`src/rtl/stn_lcd_pkg.sv`:
```
package stn_lcd_pkg;

    localparam logic [7:0] CMD_CLEAR = 8'h01;
    localparam logic [7:0] CMD_LINE2 = 8'hC0;
    localparam int unsigned INIT_LEN = 4;

    typedef enum logic [2:0] {
        ST_PWRUP,
        ST_INIT,
        ST_IDLE,
        ST_ADDR,
        ST_TEXT,
        ST_SHOW,
        ST_CLEAR
    } seq_st_t;

    typedef enum logic [1:0] {
        PH_IDLE,
        PH_SETUP,
        PH_HIGH,
        PH_WAIT
    } phy_st_t;

    // Set-up list: clear, 8-bit two-line mode, display on, entry increment
    function automatic logic [7:0] init_cmd(input logic [1:0] step);
        logic [7:0] r;
        unique case (step)
            2'd0: r = CMD_CLEAR;
            2'd1: r = 8'h38;
            2'd2: r = 8'h0C;
            default: r = 8'h06;
        endcase
        return r;
    endfunction

endpackage

```
`src/rtl/stn_msg_rom.sv`:
```
module stn_msg_rom #(
    parameter int unsigned CODE_W = 3,
    parameter int unsigned IDX_W  = 4
) (
    input  logic [CODE_W-1:0] code_i,
    input  logic [IDX_W-1:0]  idx_i,
    output logic [7:0]        char_o
);
    int unsigned sum;

    always_comb begin
        sum    = 3 * 32'(code_i) + 32'(idx_i);
        char_o = 8'h41 + 8'(sum % 26);
    end
endmodule

```
`src/rtl/lcd_wr_phy.sv`:
```
module lcd_wr_phy
    import stn_lcd_pkg::*;
#(
    parameter int unsigned SHORT_CYC = 4000,
    parameter int unsigned LONG_CYC  = 164000,
    parameter int unsigned EHI_CYC   = 25
) (
    input  logic       clk,
    input  logic       rst_n,
    input  logic       start_i,
    input  logic [7:0] byte_i,
    input  logic       rs_i,
    output logic       ready_o,
    output logic       done_o,
    output logic [7:0] lcd_data_o,
    output logic       lcd_rs_o,
    output logic       lcd_en_o
);
    localparam int unsigned MAX_A = (LONG_CYC > SHORT_CYC) ? LONG_CYC : SHORT_CYC;
    localparam int unsigned MAX_C = (MAX_A > EHI_CYC) ? MAX_A : EHI_CYC;
    localparam int unsigned CW    = $clog2(MAX_C + 1);

    phy_st_t       st_q;
    logic [CW-1:0] cnt_q;
    logic [7:0]    data_q;
    logic          rs_q;
    logic          long_q;

    always_ff @(posedge clk) begin
        if (!rst_n) begin
            st_q   <= PH_IDLE;
            cnt_q  <= '0;
            data_q <= '0;
            rs_q   <= 1'b0;
            long_q <= 1'b0;
        end else begin
            unique case (st_q)
                PH_IDLE: begin
                    if (start_i) begin
                        data_q <= byte_i;
                        rs_q   <= rs_i;
                        long_q <= !rs_i && (byte_i == CMD_CLEAR);
                        st_q   <= PH_SETUP;
                    end
                end
                PH_SETUP: begin
                    cnt_q <= CW'(EHI_CYC - 1);
                    st_q  <= PH_HIGH;
                end
                PH_HIGH: begin
                    if (cnt_q == '0) begin
                        cnt_q <= long_q ? CW'(LONG_CYC - 1) : CW'(SHORT_CYC - 1);
                        st_q  <= PH_WAIT;
                    end else begin
                        cnt_q <= cnt_q - 1'b1;
                    end
                end
                PH_WAIT: begin
                    if (cnt_q == '0) st_q <= PH_IDLE;
                    else             cnt_q <= cnt_q - 1'b1;
                end
                default: st_q <= PH_IDLE;
            endcase
        end
    end

    always_comb begin
        ready_o    = (st_q == PH_IDLE);
        done_o     = (st_q == PH_WAIT) && (cnt_q == '0);
        lcd_en_o   = (st_q == PH_HIGH);
        lcd_data_o = data_q;
        lcd_rs_o   = rs_q;
    end
endmodule

```
`src/rtl/stn_lcd_seq.sv`:
```
module stn_lcd_seq
    import stn_lcd_pkg::*;
#(
    parameter int unsigned PWRUP_CYC = 1500000,
    parameter int unsigned SHORT_CYC = 4000,
    parameter int unsigned LONG_CYC  = 164000,
    parameter int unsigned EHI_CYC   = 25,
    parameter int unsigned CODE_W    = 3,
    parameter int unsigned MSG_LEN   = 16
) (
    input  logic              clk,
    input  logic              rst_n,
    input  logic              valid_i,
    input  logic [CODE_W-1:0] code_i,
    output logic [7:0]        lcd_data_o,
    output logic              lcd_rs_o,
    output logic              lcd_rw_o,
    output logic              lcd_en_o
);
    localparam int unsigned IDX_W = $clog2(MSG_LEN);
    localparam int unsigned PW    = $clog2(PWRUP_CYC + 1);

    seq_st_t           st_q, st_d;
    logic [IDX_W-1:0]  idx_q;
    logic [CODE_W-1:0] code_q;
    logic [PW-1:0]     pwr_q;
    logic              sent_q;
    logic              phy_ready, phy_done;
    logic              start, send, wr_rs;
    logic [7:0]        wr_byte, msg_char;
    logic              init_last, text_last;

    assign init_last = (idx_q == IDX_W'(INIT_LEN - 1));
    assign text_last = (idx_q == IDX_W'(MSG_LEN - 1));

    stn_msg_rom #(.CODE_W(CODE_W), .IDX_W(IDX_W)) rom_i (
        .code_i (code_q),
        .idx_i  (idx_q),
        .char_o (msg_char)
    );

    lcd_wr_phy #(.SHORT_CYC(SHORT_CYC), .LONG_CYC(LONG_CYC), .EHI_CYC(EHI_CYC)) phy_i (
        .clk        (clk),
        .rst_n      (rst_n),
        .start_i    (start),
        .byte_i     (wr_byte),
        .rs_i       (wr_rs),
        .ready_o    (phy_ready),
        .done_o     (phy_done),
        .lcd_data_o (lcd_data_o),
        .lcd_rs_o   (lcd_rs_o),
        .lcd_en_o   (lcd_en_o)
    );

    // State register and sequencing counters
    always_ff @(posedge clk) begin
        if (!rst_n) begin
            st_q   <= ST_PWRUP;
            idx_q  <= '0;
            code_q <= '0;
            sent_q <= 1'b0;
            pwr_q  <= PW'(PWRUP_CYC - 1);
        end else begin
            st_q <= st_d;
            if (start)         sent_q <= 1'b1;
            else if (phy_done) sent_q <= 1'b0;
            if (st_q == ST_PWRUP && pwr_q != '0) pwr_q <= pwr_q - 1'b1;
            if (st_q == ST_IDLE && valid_i) code_q <= code_i;
            if (phy_done && st_q == ST_INIT) idx_q <= init_last ? '0 : idx_q + 1'b1;
            if (phy_done && st_q == ST_TEXT) idx_q <= text_last ? '0 : idx_q + 1'b1;
        end
    end

    // Next state
    always_comb begin
        st_d = st_q;
        unique case (st_q)
            ST_PWRUP: if (pwr_q == '0)                st_d = ST_INIT;
            ST_INIT:  if (phy_done && init_last)      st_d = ST_IDLE;
            ST_IDLE:  if (valid_i)                    st_d = ST_ADDR;
            ST_ADDR:  if (phy_done)                   st_d = ST_TEXT;
            ST_TEXT:  if (phy_done && text_last)      st_d = ST_SHOW;
            ST_SHOW:  if (!valid_i)                   st_d = ST_CLEAR;
            ST_CLEAR: if (phy_done)                   st_d = ST_IDLE;
            default:                                  st_d = ST_PWRUP;
        endcase
    end

    // Outputs toward the bus-write engine
    always_comb begin
        send    = 1'b0;
        wr_byte = 8'h00;
        wr_rs   = 1'b0;
        unique case (st_q)
            ST_INIT:  begin send = 1'b1; wr_byte = init_cmd(idx_q[1:0]); end
            ST_ADDR:  begin send = 1'b1; wr_byte = CMD_LINE2; end
            ST_TEXT:  begin send = 1'b1; wr_byte = msg_char; wr_rs = 1'b1; end
            ST_CLEAR: begin send = 1'b1; wr_byte = CMD_CLEAR; end
            default:  ;
        endcase
        start    = send && phy_ready && !sent_q;
        lcd_rw_o = 1'b0;
    end
endmodule

```
`config.mk`:
```
export PLATFORM = sky130hd
export DESIGN_NAME = stn_lcd_seq
export DESIGN_NICKNAME = d
export VERILOG_FILES = /design/src/rtl/stn_lcd_pkg.sv /design/src/rtl/stn_msg_rom.sv /design/src/rtl/lcd_wr_phy.sv /design/src/rtl/stn_lcd_seq.sv
export SDC_FILE = /design/constraint.sdc
export NUM_CORES = 1
export LEC_CHECK = 0
export BUFFER_PORTS_ARGS = -buffer_cell sky130_fd_sc_hd__buf_2
export CORE_MARGIN = 8
export CORE_UTILIZATION = 45
export DETAILED_ROUTE_END_ITERATION = 10
export GPL_TIMING_DRIVEN = 0
export SLEW_MARGIN = 0
export SYNTH_ARGS = -nofsm -noshare
export SYNTH_HDL_FRONTEND = slang
export SYNTH_SLANG_ARGS = --single-unit
```
`constraint.sdc`:
```
create_clock -name clk -period 5.9 [get_ports clk]
set_input_delay 0.295 -clock clk [delete_from_list [all_inputs] [get_ports clk]]
set_output_delay 0.295 -clock clk [all_outputs]
set_load 0.02 [all_outputs]
```
Word level (Yosys, flattened, before mapping):

Cells that the tools add are included.
W data, S select, Z words.

* register bits after elaboration: 62
* bits of input ports: 6

* $add $sub $neg: 5
* multiply operators: 1
* div/mod/pow operators: 1
* eq/ne operators: 25
* muxes and demuxes: 26
* reduce and logical (&&, ||, !) cells: 26

Operators with widths (count)
* $mux W18: 3
* $pmux W18 S3: 1
* $mod A32 B5 Y32 const B: 1
* $pmux W8 S4: 1
* $logic_not A21 Y1: 1
* $mux W3: 7
* $pmux W3 S7: 1
* $reduce_bool A21 Y1: 1
* $sub A21 B1 Y21 const B: 1
* $logic_not A18 Y1: 1
* $pmux W6 S3: 1
* $sub A18 B1 Y18 const B: 1
* $mux W4: 4
* $ne A2 B1 Y1 const B: 6
* $logic_and A1 B1 Y1: 10
* $ne A2 B2 Y1 const B: 5
* $eq A3 B3 Y1 const B: 3
* $add A7 B8 Y8 const A: 1
* $eq A8 B1 Y1 const B: 1
* $pmux W2 S4: 1
* $reduce_and A7 Y1: 1
* $add A5 B4 Y6: 1
* $eq A2 B2 Y1 const B: 3
* $eq A3 B2 Y1 const B: 2
* 16 further kinds: 26

Longest topological paths before layout:

Gate-level depths: netlist of run 1.

* depth in word-level cells: 7
* depth in mapped cells: 17
* depth with buffers taken out: 16

Hierarchy:

Synthesis of run 1 repeated with hierarchy kept, for this count alone.

* cell total of the unflattened synthesis: 513
* area, all modules: 4287.9 um2

Modules (own cells, without submodules)
* stn_lcd_seq: times used 1, cells an instance 218, area each 1855.5 um2
* lcd_wr_phy: times used 1, cells an instance 192, area each 1642.8 um2
* stn_msg_rom: times used 1, cells an instance 103, area each 789.5 um2

Worst setup path after synthesis of run 1:

No wires, ideal clock.

* kind: register to register
* start point: register idx_q[1]
* end point: register phy_i.data_q[4] (netlist: phy_i.lcd_data_o[4])
* data arrival time: 3865 ps
* data required time: 5774 ps
* setup slack: 1909 ps
* stages on the path, launching flop included: 15
* buffers on the path: 0
* period minus slack after synthesis: 3991 ps
* cells stage by stage: dfxtp_1 -> fa_1 -> ha_1 -> fa_1 -> and2_1 -> o21a_1 -> ha_1 -> o41ai_1 -> nand2_1 -> xor2_1 -> ha_1 -> o311ai_0 -> o211ai_1 -> nand2_1 -> a31oi_1

* longest elaborated chain between the ends: 4
* elaborated cells between the ends (all ways): 8

Ends and longest elaborated chain
* start, declared: RTL line stn_lcd_seq.sv:24 `logic [IDX_W-1:0] idx_q;`
* start signal, assigned: RTL line stn_lcd_seq.sv:69 `if (phy_done && st_q == ST_INIT) idx_q <= init_last ? '0 : idx_q + 1'b1;`
* start signal, assigned: RTL line stn_lcd_seq.sv:70 `if (phy_done && st_q == ST_TEXT) idx_q <= text_last ? '0 : idx_q + 1'b1;`
* $add A5 B4 Y6: RTL line stn_msg_rom.sv:12 `sum = 3 * 32'(code_i) + 32'(idx_i);`
* $mod A32 B5 Y32: RTL line stn_msg_rom.sv:13 `char_o = 8'h41 + 8'(sum % 26);`
* $add A7 B8 Y8: RTL line stn_msg_rom.sv:13
* $pmux W8 S4 (*): RTL line stn_lcd_seq.sv:94 `unique case (st_q)`
* end signal, assigned: RTL line lcd_wr_phy.sv:40 `data_q <= byte_i;`
* end, declared: RTL line lcd_wr_phy.sv:25 `logic [7:0] data_q;`

Mark *: on every way between the ends. The rest lies on a longest branch, timed or not.
A chain may end at the register's enable or synchronous reset.

Worst setup path after layout of run 1:

Same ends and word-level chain as after synthesis.

==> summary.md, run 1 <==
| Metric | Value |
|---|---|
| Outcome | complete, no violations |
| Synth area leader | dfxtp_1 |
| Hold WC Path Type | input port to flop |
| Netlist area before placement | 0.00395 mm² |
| H-tree lvl count | 3 |
| Rel. slew slack | 37.3% |
| Slew Viols, Final | 0 |
| Total detailed-routing wirelength | 9600 µm |
| Delay-heaviest family, CP | adder cells |
| DRT iter0 DRCs | 289 |
| Endpoints failing setup | 0 |
| CTS Buf Count | 9 |
| Gp weighted congestion | 0.889 |
| Largest net degree at the start of global routing | 14 |
| Core ar. | 0.00859 mm² |
| Synth Register Bits | 62 |
| CTS tree | done |
| Post-cts gate resize count | 0 |
| Initial antenna violation count | 0 |
| Final-stage net count | 545 |
| Setup Crit Path Kind | flop to flop |
| Die X | 110 µm |
| Drt via density | 5.90 |
| WL/cell | 15.3 µm |
| Avg Cell Area, Syn | 8.05 µm² |
| IO Pins | 17 |
| Critical Path, Cell by Cell | fa_1 -> ha_1 -> fa_1 -> xor2_1 -> nor2_1 -> nor2_1 -> ha_1 -> o41ai_1 -> nand2_1 -> xor2_1 -> ha_1 -> o311ai_0 -> o211ai_1 -> nand2_1 -> a31oi_1 |
| Clk root buf | clkbuf_8 |
| ANT cells | 0 |
| Synth top area share | 31.5% |
| Final ANT Viol Nets | 0 |
| Buffers added on ports | 15 |
| Drt pass-1 iters | 4 |
| RSZ-0062 raised after global routing | no |
| Filler Cell Count | 879 |
| Distinct cell type count after synthesis | 59 |
| Vias | 3714 |
| CTS hold repair buffers | 0 |
| Number of synthesis warnings | 0 |
| Area growth, synth to finish | 11.1% |
| Max Fanout on Critical Path | 6 |
| Worst Path Required | 6.13 ns |
| Final critical-path setup slack | 1.42 ns |
| Max Clk Rate | 223 MHz |
| Setup TNS | 0 ns |
| Final hold viol count | 0 |
| Post-synth EDFFs | 0 |
| Layout cell share with drive strength beyond 1 | 8.06% |
| Clk pin slew, worst setup/hold paths | 0.08 ns |
| Crit-path slowest cell | o41ai_1 |
| Worst path arrival time | 4.70 ns |
| Clk Latency, worst-skew pair | 0.35 ns |
| Pwr per Cell Area | 417 mW/mm² |
| Startpoint Class | flop |
| Synth top area cells | dfxtp_1 31%, ha_1 6.3%, nand2_1 4.4% |
| Post-route DRC | 0 |
| Post-DP HPWL | 7070 µm |
| Crit path time final | 4.48 ns |
| Maximum VDD drop | 0.192 mV |
| Critical Path End Type | flop |
| Clock sink total | 62 |
| Net count after synthesis | 519 |
| CP bufs+invs | 0 |
| Die H | 110 µm |
| Worst-margin pin slew | 0.933 ns |
| Dpl ws | 1.47 ns |
| Leading register cell type out of synthesis | dfxtp_1 |
| Most used cell, CP | ha_1 |
| Share of the yosys chip area belonging to registers | 31.5% |
| Global-route usage over all layers | 16.4% |
| Final worst path period share | 75.9% |
| Worst Skew | 0.00926 ns |
| Vias in the first global route | 3386 |
| Congestion Overflow GR | 0 |
| Async S/R FF share, synth | 0% |
| Overall power | 0.00183 W |
| Initial Utilization | 45.9% |
| Site row count | 34 |
| Max-cap violations | 0 |
| Die Area | 0.0120 mm² |
| Syn Inst Count | 490 |
| Clock Path Buffers | 2 |
| Max incr delay on CP | 0.83 ns |
| Setup bufs post-CTS | 0 |
| Leakage | 1.61 nW |
| First-pass GRT wire length | 15800 µm |
## worst min-delay path, delay by kind of cell
kind                   cells  cell delay [ns]
buffers and inverters      1             0.08
AND/OR/NAND/NOR            1             0.09
multiplexers               1             0.06
## power by group
| part | internal (W) | total (W) | switching (W) | leakage (nW) |
|---|---|---|---|---|
| Clock | 0.000244 | 0.000434 | 0.000190 | 0.117 |
| Sequential | 0.000475 | 0.000535 | 0.0000597 | 0.502 |
| Combinational | 0.000306 | 0.000857 | 0.000551 | 0.992 |
## routing by layer
metal | routed length (µm) | GRT usage [%]
met3 | 381 | 3.58
met4 | 251 | 7.71
met2 | 4210 | 25.0
met1 | 4760 | 21.7
met5 | 0 | 0
## sequential cells by signal (all words and copies together) (netlist names)
signal	count
phy_i.lcd_rs_o	1
phy_i.lcd_data_o	8
sent_q	1
phy_i.st_q	2
st_q	3
idx_q	4
phy_i.long_q	1
phy_i.cnt_q	18
code_q	3
pwr_q	21
## cell families (layout without fill, tap and decap cells)
family / count (synthesis) / in the layout / synth area share, %
simple gates: 206 / 206 / 27.9
other cells: 1 / 1 / 0.0950
mux: 6 / 6 / 1.52
xor+xnor: 30 / 30 / 6.66
compound gates: 120 / 120 / 20.3
flops: 62 / 62 / 31.5
fa+ha+maj: 23 / 23 / 7.86
buf+inv: 42 / 73 / 4.22
## layout by cell type (no fill, tap or decap), drive strengths merged, types with 6 or more instances in the layout
cell,instances
dfxtp,62
nand2,46
nor2,34
clkbuf,30
o21ai,29
nor4,21
inv,21
ha,20
nand3,19
a21oi,19
a21boi,19
buf,19
nor3,18
xnor2,17
xor2,13
nor2b,12
and2,11
nand4,9
a211oi,8
or4,7
o21a,6
mux2i,6
## per-stage QoR
stage | cell area [µm²] | util [%] | instances | hold WS (ns)
global placement | 4160 | 48.4 | 613 | 0.460
global route | 4380 | 51.0 | 629 | 0.218
detailed placement | 4160 | 48.4 | 613 | 0.458
floorplan | 3950 | - | 490 | 0.457
CTS | 4380 | 51.0 | 629 | 0.200
finish | 4380 | 51.0 | 629 | 0.217
## Yosys cell counts, types with 2 or more instances
cell type	instances
dfxtp_1	62
nand2_1	46
nor2_1	34
o21ai_0	29
clkbuf_1	21
ha_1	20
nor4_1	20
a21oi_1	19
nand3_1	19
a21boi_0	18
nor3_1	18
inv_1	17
xnor2_1	17
xor2_1	13
nor2b_1	12
and2_1	11
nand4_1	9
a211oi_1	8
mux2i_1	6
o21a_1	6
a31oi_1	5
and3_1	5
or4_1	5
a21o_1	4
nand2b_1	4
nand4b_1	4
nor3b_1	4
o22ai_1	4
fa_1	3
nor4b_1	3
o211ai_1	3
o41ai_1	3
or3_1	3
a2111oi_0	2
a221oi_1	2
a22oi_1	2
buf_4	2
o311a_1	2
o31a_1	2
o31ai_1	2
or3b_2	2
or4_4	2
## final timing paths
kind	endpoint	slack (ns)	depth (start not counted)	startpoint
worst max-delay path	phy_i.lcd_data_o[4]$_SDFFE_PN0P_	1.42	15	idx_q[1]$_SDFFE_PN0P_
worst min-delay path	code_q[2]$_SDFFE_PN0P_	0.22	3	code_i[2]
worst max register to register	phy_i.lcd_data_o[4]$_SDFFE_PN0P_	1.42	15	idx_q[1]$_SDFFE_PN0P_
worst min register to register	phy_i.lcd_rs_o$_SDFFE_PN0P_	0.47	2	phy_i.lcd_rs_o$_SDFFE_PN0P_
## final cells by class
type,instances,area [µm²],share of cell area (%)
clock inverters,7,103,2.34
plain buffers,25,103,2.34
repair buffers,15,75.1,1.71
inverters,17,63.8,1.46
flip-flops and latches,62,1240,28.3
well taps,108,135,3.08
clock buffers,9,124,2.83
multi-input cells,386,2540,57.9
Note: power is estimated with default switching activity, not from simulation.
==> inputs of run 2 (changes only) <==
==> constraint.sdc (replaced) <==
create_clock -name clk -period 4.2 [get_ports clk]
set_input_delay 0.21 -clock clk [delete_from_list [all_inputs] [get_ports clk]]
set_output_delay 0.21 -clock clk [all_outputs]
set_load 0.02 [all_outputs]
==> run 2 against run 1 <==
- clock power is 41% higher
- sequential cell count did not move
- global-route usage grew 0.061 points
- total power increased by 41%
- design area grew 0.51%
- largest power group unchanged
- sequential share of layout area fell by 0.12 points
- register-to-register slack worse by 1.2 ns
- sequential power grew 40%
- critical endpoint unchanged
- critical path depth increased by 1
- hold slack worse by 0.087 ns
==> summary.md, run 2 (synthesis results as in run 1) <==
| Metric | Value |
|---|---|
| CTS Buf Count | 9 (unchanged) |
| Largest net degree at the start of global routing | 14 (unchanged) |
| RSZ-0062 raised after global routing | no (unchanged) |
| Post-route DRC | 0 (unchanged) |
| Dpl ws | -0.234 ns (was 1.47 ns) |
| Placed instance area | 0.00416 mm² (unchanged) |
| Die X | 110 µm (unchanged) |
| Startpoint Class | flop (unchanged) |
| Layout cell share with drive strength beyond 1 | 8.64% (was 8.06%) |
| Core ar. | 0.00859 mm² (unchanged) |
| Rel. slew slack | 35.4% (was 37.3%) |
| CTS tree | done (unchanged) |
| Non-Filler Cell Area, Final | 0.00441 mm² (was 0.00438 mm²) |
| Clk Latency, worst-skew pair | 0.35 ns (about the same) |
| Max-cap violations | 0 (unchanged) |
| Final hold viol count | 0 (unchanged) |
| Final worst path period share | 94.6% (was 75.9%) |
| Setup crit end | phy_i.lcd_data_o[4]$_SDFFE_PN0P_ (unchanged) |
| Crit-path slowest cell | fa_1 (was o41ai_1) |
| Maximum VDD drop | 0.270 mV (was 0.192 mV) |
| Final critical-path setup slack | 0.228 ns (was 1.42 ns) |
| Setup TNS | 0 ns (unchanged) |
| Clk pin slew, worst setup/hold paths | 0.08 ns (about the same) |
| Delay-heaviest family, CP | adder cells (unchanged) |
| CP bufs+invs | 1 (was 0) |
| Vias in the first global route | 3408 (was 3386) |
| Routed wl met3 | 344 µm (was 381 µm) |
| First-pass GRT wire length | 15800 µm (about the same) |
| Largest Register | pwr_q (unchanged) |
| M1 wire length | 4820 µm (was 4760 µm) |
| Overall power | 0.00257 W (was 0.00183 W) |
| Total detailed-routing wirelength | 9650 µm (was 9600 µm) |
| Pwr per Cell Area | 584 mW/mm² (was 417 mW/mm²) |
| Uppermost layer routed | met4 (unchanged) |
| Hold WC Path Type | input port to flop (unchanged) |
| R2R Path End | phy_i.lcd_data_o[4]$_SDFFE_PN0P_ (unchanged) |
| Worst Path Required | 4.43 ns (was 6.13 ns) |
| IO Pins | 17 (unchanged) |
| Global-route usage over all layers | 16.5% (was 16.4%) |
| Max Clk Rate | 252 MHz (was 223 MHz) |
| Crit path time final | 3.97 ns (was 4.48 ns) |
| Commonest non-fill, non-tap cells in the layout | 61 x dfxtp_1, 46 x nand2_1, 33 x nor2_1, 29 x o21ai_0, 21 x clkbuf_1 (was 62 x dfxtp_1, 46 x nand2_1, 34 x nor2_1, 29 x o21ai_0, 21 x clkbuf_1) |
| Drt via density | 5.93 (was 5.90) |
| ANT cells | 0 (unchanged) |
| Final-stage net count | 545 (unchanged) |
| Worst path depth | 16 (was 15) |
| Clock sink total | 62 (unchanged) |
| Met2 wire length | 4250 µm (was 4210 µm) |
| Congestion Overflow GR | 0 (unchanged) |
| H-tree lvl count | 3 (unchanged) |
| Vias | 3730 (was 3714) |
| WL/cell | 15.3 µm (about the same) |
| Site row count | 34 (unchanged) |
| Setup Crit Path Kind | flop to flop (unchanged) |
| Final core utilization | 51.3% (was 51.0%) |
| Worst Setup SP | idx_q[1]$_SDFFE_PN0P_ (unchanged) |
| Most used cell, CP | ha_1 (unchanged) |
| Drt pass-1 iters | 5 (was 4) |
| Buffers added on ports | 15 (unchanged) |
| Post-DP HPWL | 7070 µm (unchanged) |
| Die H | 110 µm (unchanged) |
| Critical Path, Cell by Cell | fa_1 -> ha_1 -> fa_1 -> xor2_1 -> nor2_2 -> nor2_1 -> ha_1 -> inv_1 -> o41ai_4 -> nand2_1 -> xor2_1 -> ha_1 -> o311ai_0 -> o211ai_1 -> nand2_1 -> a31oi_1 (was fa_1 -> ha_1 -> fa_1 -> xor2_1 -> nor2_1 -> nor2_1 -> ha_1 -> o41ai_1 -> nand2_1 -> xor2_1 -> ha_1 -> o311ai_0 -> o211ai_1 -> nand2_1 -> a31oi_1) |
| Max incr delay on CP | 0.48 ns (was 0.83 ns) |
| CTS hold repair buffers | 0 (unchanged) |
| Worst-margin pin slew | 0.962 ns (was 0.933 ns) |
| Critical Path End Type | flop (unchanged) |
| Worst Skew | 0.00929 ns (was 0.00926 ns) |
| Max Fanout on Critical Path | 6 (unchanged) |
| Largest register FFs | 21 (unchanged) |
| Worst R2R Setup Slack | 0.23 ns (was 1.42 ns) |
| FF-to-FF Start | idx_q[1]$_SDFFE_PN0P_ (unchanged) |
| Gp weighted congestion | 0.889 (unchanged) |
| Endpoints failing setup | 0 (unchanged) |
| Initial Utilization | 45.9% (unchanged) |
| Outcome | complete, no violations (unchanged) |
| Commonest non-fill, non-tap cell in the layout | dfxtp_1 (unchanged) |
| Worst path arrival time | 4.20 ns (was 4.70 ns) |
| Final ANT Viol Nets | 0 (unchanged) |
| Cells on worst reg2reg path | 16 (was 15) |
| DRT iter0 DRCs | 316 (was 289) |
| Slew Viols, Final | 0 (unchanged) |
| Clk root buf | clkbuf_8 (unchanged) |
| Area growth, synth to finish | 11.6% (was 11.1%) |
| Die Area | 0.0120 mm² (unchanged) |
| Initial antenna violation count | 0 (unchanged) |
| Leakage | 1.61 nW (about the same) |
| Clock Path Buffers | 2 (unchanged) |
[run 2: cell types whose count changed in the layout (fill, tap and decap cells not counted)]
cell	previous run	this run
dfxtp_1	62	61
dfxtp_2	0	1
nor2_1	34	33
nor2_2	0	1
o41ai_1	3	2
o41ai_4	0	1
[run 2: worst min path at each step]
stage	startpoint	endpoint	slack, ns	depth (start not counted)
2_1_floorplan	code_i[0]	code_q[0]$_SDFFE_PN0P_	0.38	2
3_3_place_gp	phy_i.lcd_rs_o$_SDFFE_PN0P_	phy_i.lcd_rs_o$_SDFFE_PN0P_	0.46	2
3_5_place_dp	phy_i.lcd_rs_o$_SDFFE_PN0P_	phy_i.lcd_rs_o$_SDFFE_PN0P_	0.46	2
4_1_cts	code_i[0]	code_q[0]$_SDFFE_PN0P_	0.11	3
5_1_grt	code_i[2]	code_q[2]$_SDFFE_PN0P_	0.13	3
6_report	code_i[2]	code_q[2]$_SDFFE_PN0P_	0.13	3
[run 2: worst reg2reg max path: stages (launching register included)]
cell and delay, ns:
dfxtp_2 0.37, fa_1 0.49, ha_1 0.26, fa_1 0.47
xor2_1 0.27, nor2_2 0.10, nor2_1 0.11, ha_1 0.17
inv_1 0.07, o41ai_4 0.45, nand2_1 0.12, xor2_1 0.15
ha_1 0.23, o311ai_0 0.30, o211ai_1 0.14, nand2_1 0.09
a31oi_1 0.08
[run 2: report_power, final]
group,internal [W],switching [W]
combinational,0.000430,0.000782
clock,0.000343,0.000268
sequential,0.000667,0.0000837
[run 2: through the flow]
step	cells	hold WS (ns)
after floorplan	490	0.380
after global placement	613	0.460
after detailed placement	613	0.458
after CTS	629	0.115
after global routing	629	0.133
final	629	0.130
[run 2: metal layers]
metal	vias up	GRT usage, %
met5	-	0
met4	0	7.71
met3	24	3.58
met2	83	25.2
met1	1776	21.7
li1	1847	-
[run 2: final cells by class]
type	instances	area, µm²
Inverter	17	63.8
Sequential cell	62	1240
Clock buffer	9	124
Multi-Input combinational cell	386	2560
Timing Repair Buffer	15	75.1
Fill cell	875	4190
Clock inverter	7	103
Buffer	25	103
Tap cell	108	135
[run 2: what timing repair did]
item | in CTS | in global routing
resized for setup | 3 | 1
buffers inserted | 0 | 0
pin swaps | 0 | 1
setup endpoints to repair | 3 | 2
